$ cat config.mk
export PLATFORM = sky130hd
export DESIGN_NAME = lincon_serial_eval
export DESIGN_NICKNAME = d
export VERILOG_FILES = /design/src/rtl/lincon_pkg.sv /design/src/rtl/lincon_sadd.sv /design/src/rtl/lincon_cmul.sv /design/src/rtl/lincon_scmp.sv /design/src/rtl/lincon_serial_eval.sv
export SDC_FILE = /design/constraint.sdc
export NUM_CORES = 1
export LEC_CHECK = 0
export ABC_AREA = 1
export BUFFER_PORTS_ARGS = -buffer_cell sky130_fd_sc_hd__buf_2
export CAP_MARGIN = 5
export CORE_UTILIZATION = 47
export CTS_BUF_LIST = sky130_fd_sc_hd__clkbuf_2 sky130_fd_sc_hd__clkbuf_4 sky130_fd_sc_hd__clkbuf_8
export DETAILED_ROUTE_END_ITERATION = 16
export GPL_TIMING_DRIVEN = 0
export PLACE_DENSITY = 0.73
export REMOVE_ABC_BUFFERS = 1
export SETUP_SLACK_MARGIN = 0.5
export SYNTH_ARGS = -nofsm -noshare
export SYNTH_HDL_FRONTEND = slang
export SYNTH_HIERARCHICAL = 1
export SYNTH_SLANG_ARGS = --single-unit
$ cat constraint.sdc
create_clock -name clk -period 18.6 [get_ports clk]
set_input_delay 1.86 -clock clk [delete_from_list [all_inputs] [get_ports clk]]
set_output_delay 1.86 -clock clk [all_outputs]
set_load 0.01 [all_outputs]
$ cat src/rtl/lincon_pkg.sv
package lincon_pkg;

  typedef enum logic [3:0] {
    REL_EQ  = 4'd0, REL_NE  = 4'd1,
    REL_ULT = 4'd2, REL_ULE = 4'd3,
    REL_UGT = 4'd4, REL_UGE = 4'd5,
    REL_SLT = 4'd6, REL_SLE = 4'd7,
    REL_SGT = 4'd8, REL_SGE = 4'd9
  } rel_e;

  // smallest two's-complement width holding v
  function automatic int min_sbits(input int v);
    int w;
    w = 32;
    for (int n = 31; n >= 1; n--) begin
      if (longint'(v) >= -(64'sd1 <<< (n - 1)) && longint'(v) < (64'sd1 <<< (n - 1)))
        w = n;
    end
    return w;
  endfunction

  function automatic int max3(input int a, input int b, input int c);
    int m;
    m = (a > b) ? a : b;
    return (m > c) ? m : c;
  endfunction

endpackage

$ cat src/rtl/lincon_sadd.sv
module lincon_sadd #(
  parameter bit CIN = 1'b0
) (
  input  logic clk,
  input  logic rst_n,
  input  logic beat,
  input  logic first,
  input  logic a,
  input  logic b,
  output logic s
);
  logic c_q;
  logic c_in;

  assign c_in = first ? CIN : c_q;
  assign s    = a ^ b ^ c_in;

  always_ff @(posedge clk) begin
    if (!rst_n)    c_q <= 1'b0;
    else if (beat) c_q <= (a & b) | (c_in & (a ^ b));
  end
endmodule

$ cat src/rtl/lincon_cmul.sv
module lincon_cmul #(
  parameter int CW = 4,
  parameter int C  = 3
) (
  input  logic clk,
  input  logic rst_n,
  input  logic beat,
  input  logic first,
  input  logic x,
  output logic p
);
  localparam int            ABSC = (C < 0) ? -C : C;
  localparam logic [CW-1:0] MAG  = ABSC[CW-1:0];

  logic [CW-1:0] xd;   // x delayed by j beats
  logic [CW:0]   acc;  // partial sums

  assign xd[0]  = x;
  assign acc[0] = 1'b0;

  for (genvar j = 1; j < CW; j++) begin : g_dly
    logic d_q;
    always_ff @(posedge clk) begin
      if (!rst_n)    d_q <= 1'b0;
      else if (beat) d_q <= xd[j-1];
    end
    assign xd[j] = first ? 1'b0 : d_q;
  end

  for (genvar j = 0; j < CW; j++) begin : g_add
    lincon_sadd #(.CIN(1'b0)) u_add (
      .clk(clk), .rst_n(rst_n), .beat(beat), .first(first),
      .a(acc[j]), .b(MAG[j] & xd[j]), .s(acc[j+1])
    );
  end

  if (C < 0) begin : g_neg
    lincon_sadd #(.CIN(1'b1)) u_neg (
      .clk(clk), .rst_n(rst_n), .beat(beat), .first(first),
      .a(~acc[CW]), .b(1'b0), .s(p)
    );
  end else begin : g_pos
    assign p = acc[CW];
  end
endmodule

$ cat src/rtl/lincon_scmp.sv
module lincon_scmp #(
  parameter lincon_pkg::rel_e REL = lincon_pkg::REL_SLE
) (
  input  logic clk,
  input  logic rst_n,
  input  logic beat,
  input  logic first,
  input  logic a,
  input  logic b,
  output logic hit
);
  import lincon_pkg::*;

  logic eq_q, ult_q;
  logic eq_p, ult_p, diff;
  logic eq_n, ult_n, slt_n;

  assign eq_p  = first ? 1'b1 : eq_q;
  assign ult_p = first ? 1'b0 : ult_q;
  assign diff  = a ^ b;
  assign eq_n  = eq_p & ~diff;
  assign ult_n = diff ? (~a & b) : ult_p;
  assign slt_n = diff ? (a & ~b) : ult_p;

  always_comb begin
    case (REL)
      REL_EQ:  hit = eq_n;
      REL_NE:  hit = ~eq_n;
      REL_ULT: hit = ult_n;
      REL_ULE: hit = ult_n | eq_n;
      REL_UGT: hit = ~(ult_n | eq_n);
      REL_UGE: hit = ~ult_n;
      REL_SLT: hit = slt_n;
      REL_SLE: hit = slt_n | eq_n;
      REL_SGT: hit = ~(slt_n | eq_n);
      default: hit = ~slt_n;
    endcase
  end

  always_ff @(posedge clk) begin
    if (!rst_n) begin
      eq_q  <= 1'b1;
      ult_q <= 1'b0;
    end else if (beat) begin
      eq_q  <= eq_n;
      ult_q <= ult_n;
    end
  end
endmodule

$ cat src/rtl/lincon_serial_eval.sv
module lincon_serial_eval #(
  parameter int               CW  = 4,
  parameter int               C1  = 3,
  parameter int               C2  = -2,
  parameter int               K0  = -6,
  parameter lincon_pkg::rel_e REL = lincon_pkg::REL_SLE
) (
  input  logic clk,
  input  logic rst_n,
  input  logic start,
  input  logic in_valid,
  output logic in_ready,
  input  logic x_bit,
  input  logic y_bit,
  input  logic z_bit,
  input  logic en_bit,
  output logic res_valid,
  output logic res_sat
);
  import lincon_pkg::*;

  localparam int            KMIN    = max3(min_sbits(C1), min_sbits(C2), min_sbits(K0));
  localparam int            CNTW    = $clog2(CW + 1);
  localparam logic [CW-1:0] K0_BITS = K0[CW-1:0];

  logic            beat, first;
  logic [CNTW-1:0] cnt_q, idx;
  logic [CW-1:0]   ksh;
  logic            kbit, en_q, en_now, guard_now;
  logic            t1, t2, s12, lhs, hit;
  logic            res_valid_q, res_sat_q;

  assign in_ready = 1'b1;
  assign beat     = in_valid;
  assign first    = in_valid & start;

  // beat index, saturating once the constant is sign-extended
  assign idx = first ? '0 : cnt_q;
  always_ff @(posedge clk) begin
    if (!rst_n)    cnt_q <= '0;
    else if (beat) cnt_q <= (idx == CNTW'(CW)) ? idx : idx + 1'b1;
  end

  // constant bit stream indexed by the beat counter
  assign ksh  = K0_BITS >> idx;
  assign kbit = (idx < CNTW'(CW)) ? ksh[0] : K0_BITS[CW-1];

  // enable literal held from the start beat
  assign en_now = first ? en_bit : en_q;
  always_ff @(posedge clk) begin
    if (!rst_n)    en_q <= 1'b0;
    else if (beat) en_q <= en_now;
  end

  lincon_cmul #(.CW(CW), .C(C1)) u_mul1 (
    .clk(clk), .rst_n(rst_n), .beat(beat), .first(first), .x(x_bit), .p(t1)
  );
  lincon_cmul #(.CW(CW), .C(C2)) u_mul2 (
    .clk(clk), .rst_n(rst_n), .beat(beat), .first(first), .x(y_bit), .p(t2)
  );
  lincon_sadd #(.CIN(1'b0)) u_sum (
    .clk(clk), .rst_n(rst_n), .beat(beat), .first(first), .a(t1), .b(t2), .s(s12)
  );
  lincon_sadd #(.CIN(1'b0)) u_off (
    .clk(clk), .rst_n(rst_n), .beat(beat), .first(first), .a(s12), .b(kbit), .s(lhs)
  );
  lincon_scmp #(.REL(REL)) u_cmp (
    .clk(clk), .rst_n(rst_n), .beat(beat), .first(first), .a(lhs), .b(z_bit), .hit(hit)
  );

  assign guard_now = (int'(idx) + 1) >= KMIN;

  always_ff @(posedge clk) begin
    if (!rst_n) begin
      res_valid_q <= 1'b0;
      res_sat_q   <= 1'b0;
    end else begin
      res_valid_q <= beat;
      if (beat) res_sat_q <= guard_now & hit & en_now;
    end
  end

  assign res_valid = res_valid_q;
  assign res_sat   = res_sat_q;
endmodule

==> impl_metrics.env <==
export IMPL_dr_pass1_iters=4
export IMPL_synthFlopType="dfxtp_1"
export IMPL_ctsRootBufferMaster="clkbuf_4"
export IMPL_worst_slew_pin_slew_ps=660.4
export IMPL_cp_slowest_cell="fa_1"
export IMPL_grt_overflow_total=0
export IMPL_reg2reg_to="res_sat$_SDFFE_PN0P_"
export IMPL_rrSetupSlack_ps=13130
export IMPL_critPathLaunchType="input port"
export IMPL_cts_inserted_buffers=3
export IMPL_seqPwrFrac=0.375
export IMPL_crit_path_start="in_valid"
export IMPL_fin_ws_ps=11170
export IMPL_vias=1082
export IMPL_synth_edf_count=0
export IMPL_clock_latency_ps=290
export IMPL_place_area_sq_um=1465
export IMPL_fmax_ghz=0.1346
export IMPL_endpoint_kind="register"
export IMPL_antenna_found_initial=0
export IMPL_clk_path_buf_depth=2
export IMPL_cts_tree="done"
export IMPL_reg_top3="u_mul1/g_add.u_add/c_q x4, u_mul2/g_add.u_add/c_q x4, cnt_q x3"
export IMPL_outcome="finished, final reports clean"
export IMPL_setup_tns_ps=0
export IMPL_maxCapViolations=0
export IMPL_clk_pin_slew_ps=110
export IMPL_cts_repair_resized=0
export IMPL_route_detailed_wl_per_inst_um=7.652
export IMPL_area_growth_pct=8.537
export IMPL_rows=19
export IMPL_synth_async_sr_flop_share=0
export IMPL_ir_drop_mv=0.06647
export IMPL_synth_largest_area_cell="dfxtp_1"
export IMPL_combPwrFrac=0.462
export IMPL_reg2reg_depth=31
export IMPL_drc=0
export IMPL_clock_skew_ps=1.328
export IMPL_grt_max_degree=40
export IMPL_ys_seq_area_frac=0.3052
export IMPL_p_leak_nw=0.8391
export IMPL_fin_area_sq_um=1495
export IMPL_critPathCapture="res_sat$_SDFFE_PN0P_"
export IMPL_hold_viol=0
export IMPL_max_slew_margin=0.5597
export IMPL_critPathMaxFanout=39
export IMPL_clockPowerShare=0.163
export IMPL_setup_viol=0
export IMPL_die_width_um=56.14
export IMPL_p_sw_frac=0.3899
export IMPL_finalMaxSlewViolations=0
export IMPL_nets=247
export IMPL_rsz0062_at_grt="no"
export IMPL_synth_most_common_cell="inv_1"
export IMPL_arrival_ps=7660
export IMPL_synth_common_cells="inv_1, nand2_1, nor2_1"
export IMPL_drt_wl_total_um=1959
export IMPL_power_density_nw_per_um2=92.92
export IMPL_min_path_type="reg2reg"
export IMPL_post_cts_buffers=0
export IMPL_start_util=0.4995
export IMPL_ant_nets=0
export IMPL_synth_area_sq_um=1378
export IMPL_critPathKind="in2reg"
export IMPL_avgSynthCellArea_sq_um=6.623
export IMPL_core_area_sq_um=2758
export IMPL_dp_hpwl_um=1360
export IMPL_synthCells=208
export IMPL_io_buffer_count=9
export IMPL_gp_congestion=0.7102
export IMPL_required_ps=18830
export IMPL_p_sw_uw=54.17
export IMPL_h_tree_depth=1
export IMPL_netlist_cell_type_count=22
export IMPL_place_ws_ps=10790
export IMPL_die_h_um=56.14
export IMPL_grt_pass1_vias=947
export IMPL_hold_slack_ps=473.3
export IMPL_drt_iter0_markers=5
export IMPL_grt_pass1_wl_um=3712
export IMPL_path_common_cell="inv_1"
export IMPL_die_area_sq_um=3152
export IMPL_num_antenna_cells=0
export IMPL_clock_sinks=21
export IMPL_r2r_start="u_mul2/g_add[0].u_add/c_q$_SDFFE_PN0P_"
export IMPL_ios=11
export IMPL_p_int_uw=84.76
export IMPL_synth_seq_cells=21
export IMPL_synth_top_area_frac=0.3052
export IMPL_synth_area_leaders="dfxtp_1, inv_1, fa_1"
export IMPL_min_period_over_period=0.3994
export IMPL_postCtsHoldBufs=0
export IMPL_fin_crit_ps=7429
export IMPL_crit_path_max_incr_delay_ps=530
export IMPL_grtUsageTotal=0.1464
export IMPL_drive_gt1_frac=0.08000
export IMPL_ys_warn_count=6
export IMPL_viasPerCell=4.227
kinds of logic (layout without fill, tap and decap cells):
logic type                 Yosys count  in the layout  share of synthesized area
AOI/OAI and AO/OA                   10             10                    0.03905
adders and majority gates           13             13                     0.1780
buffers and inverters               64             75                     0.1826
DFF                                 21             21                     0.3052
other                                3              9                   0.008174
and+or+nand+nor                     97             97                     0.2870
per-layer routing:
metal	part of all wire	vias up	GRT usage	wire, um
met1	0.52	471	0.1806	1010
met3	0.011	0	0.02791	21
li1	-	606	-	-
met2	0.47	5	0.2534	927
met4	0	0	0.05226	0
met5	0	-	0	0
how the worst min path moves through the flow:
stage | from | endpoint | slack [ps] | cells after the start
2_1_floorplan | en_q$_SDFFE_PN0P_ | en_q$_SDFFE_PN0P_ | 450 | 2
3_3_place_gp | res_sat$_SDFFE_PN0P_ | res_sat$_SDFFE_PN0P_ | 450 | 2
3_5_place_dp | res_sat$_SDFFE_PN0P_ | res_sat$_SDFFE_PN0P_ | 460 | 2
4_1_cts | res_sat$_SDFFE_PN0P_ | res_sat$_SDFFE_PN0P_ | 480 | 2
5_1_grt | en_q$_SDFFE_PN0P_ | en_q$_SDFFE_PN0P_ | 490 | 2
6_report | res_sat$_SDFFE_PN0P_ | res_sat$_SDFFE_PN0P_ | 470 | 2
power by group through the flow:
stage	Sequential (mW)	Clock (mW)	Combinational, mW
final	0.0521	0.0226	0.0642
after global routing	0.0530	0.0261	0.0786
after CTS	0.0521	0.0240	0.0664
after detailed placement	0.0531	0	0.0657
after global placement	0.0531	0	0.0636
after floorplan	0.0529	0	0.0530
cell usage in the layout, fill, tap and decap left out, drive strengths merged:
master	netlist	final
a21oi	4	4
a31oi	1	1
buf	2	9
clkbuf	0	4
conb	3	9
dfxtp	21	21
fa	11	11
ha	2	2
inv	62	62
nand2	57	57
nand3	6	6
nand3b	1	1
nand4	1	1
nor2	32	32
o21a	1	1
o21ai	4	4
final cells by class:
type,count,area [sq um]
multi-input cells,129,728.2
clock buffers,4,30.03
well taps,31,38.79
inverters,62,232.7
flip-flops and latches,21,420.4
repair buffers,9,45.04
fillers,288,1262
metrics by stage:
step	std cells	utilization	power, mW
after detailed placement	252	0.5313	0.1188
after floorplan	212	-	0.1059
final	256	0.5422	0.1389
after global routing	256	0.5422	0.1576
after global placement	252	0.5313	0.1166
after CTS	256	0.5422	0.1425
critical path, delay by kind of cell:
family / cells / cell delay (ps)
compound gates: 1 / 120
buf+inv: 19 / 1410
fa+ha+maj: 8 / 3600
simple gates: 7 / 660
(Power assumes the default switching activity.)
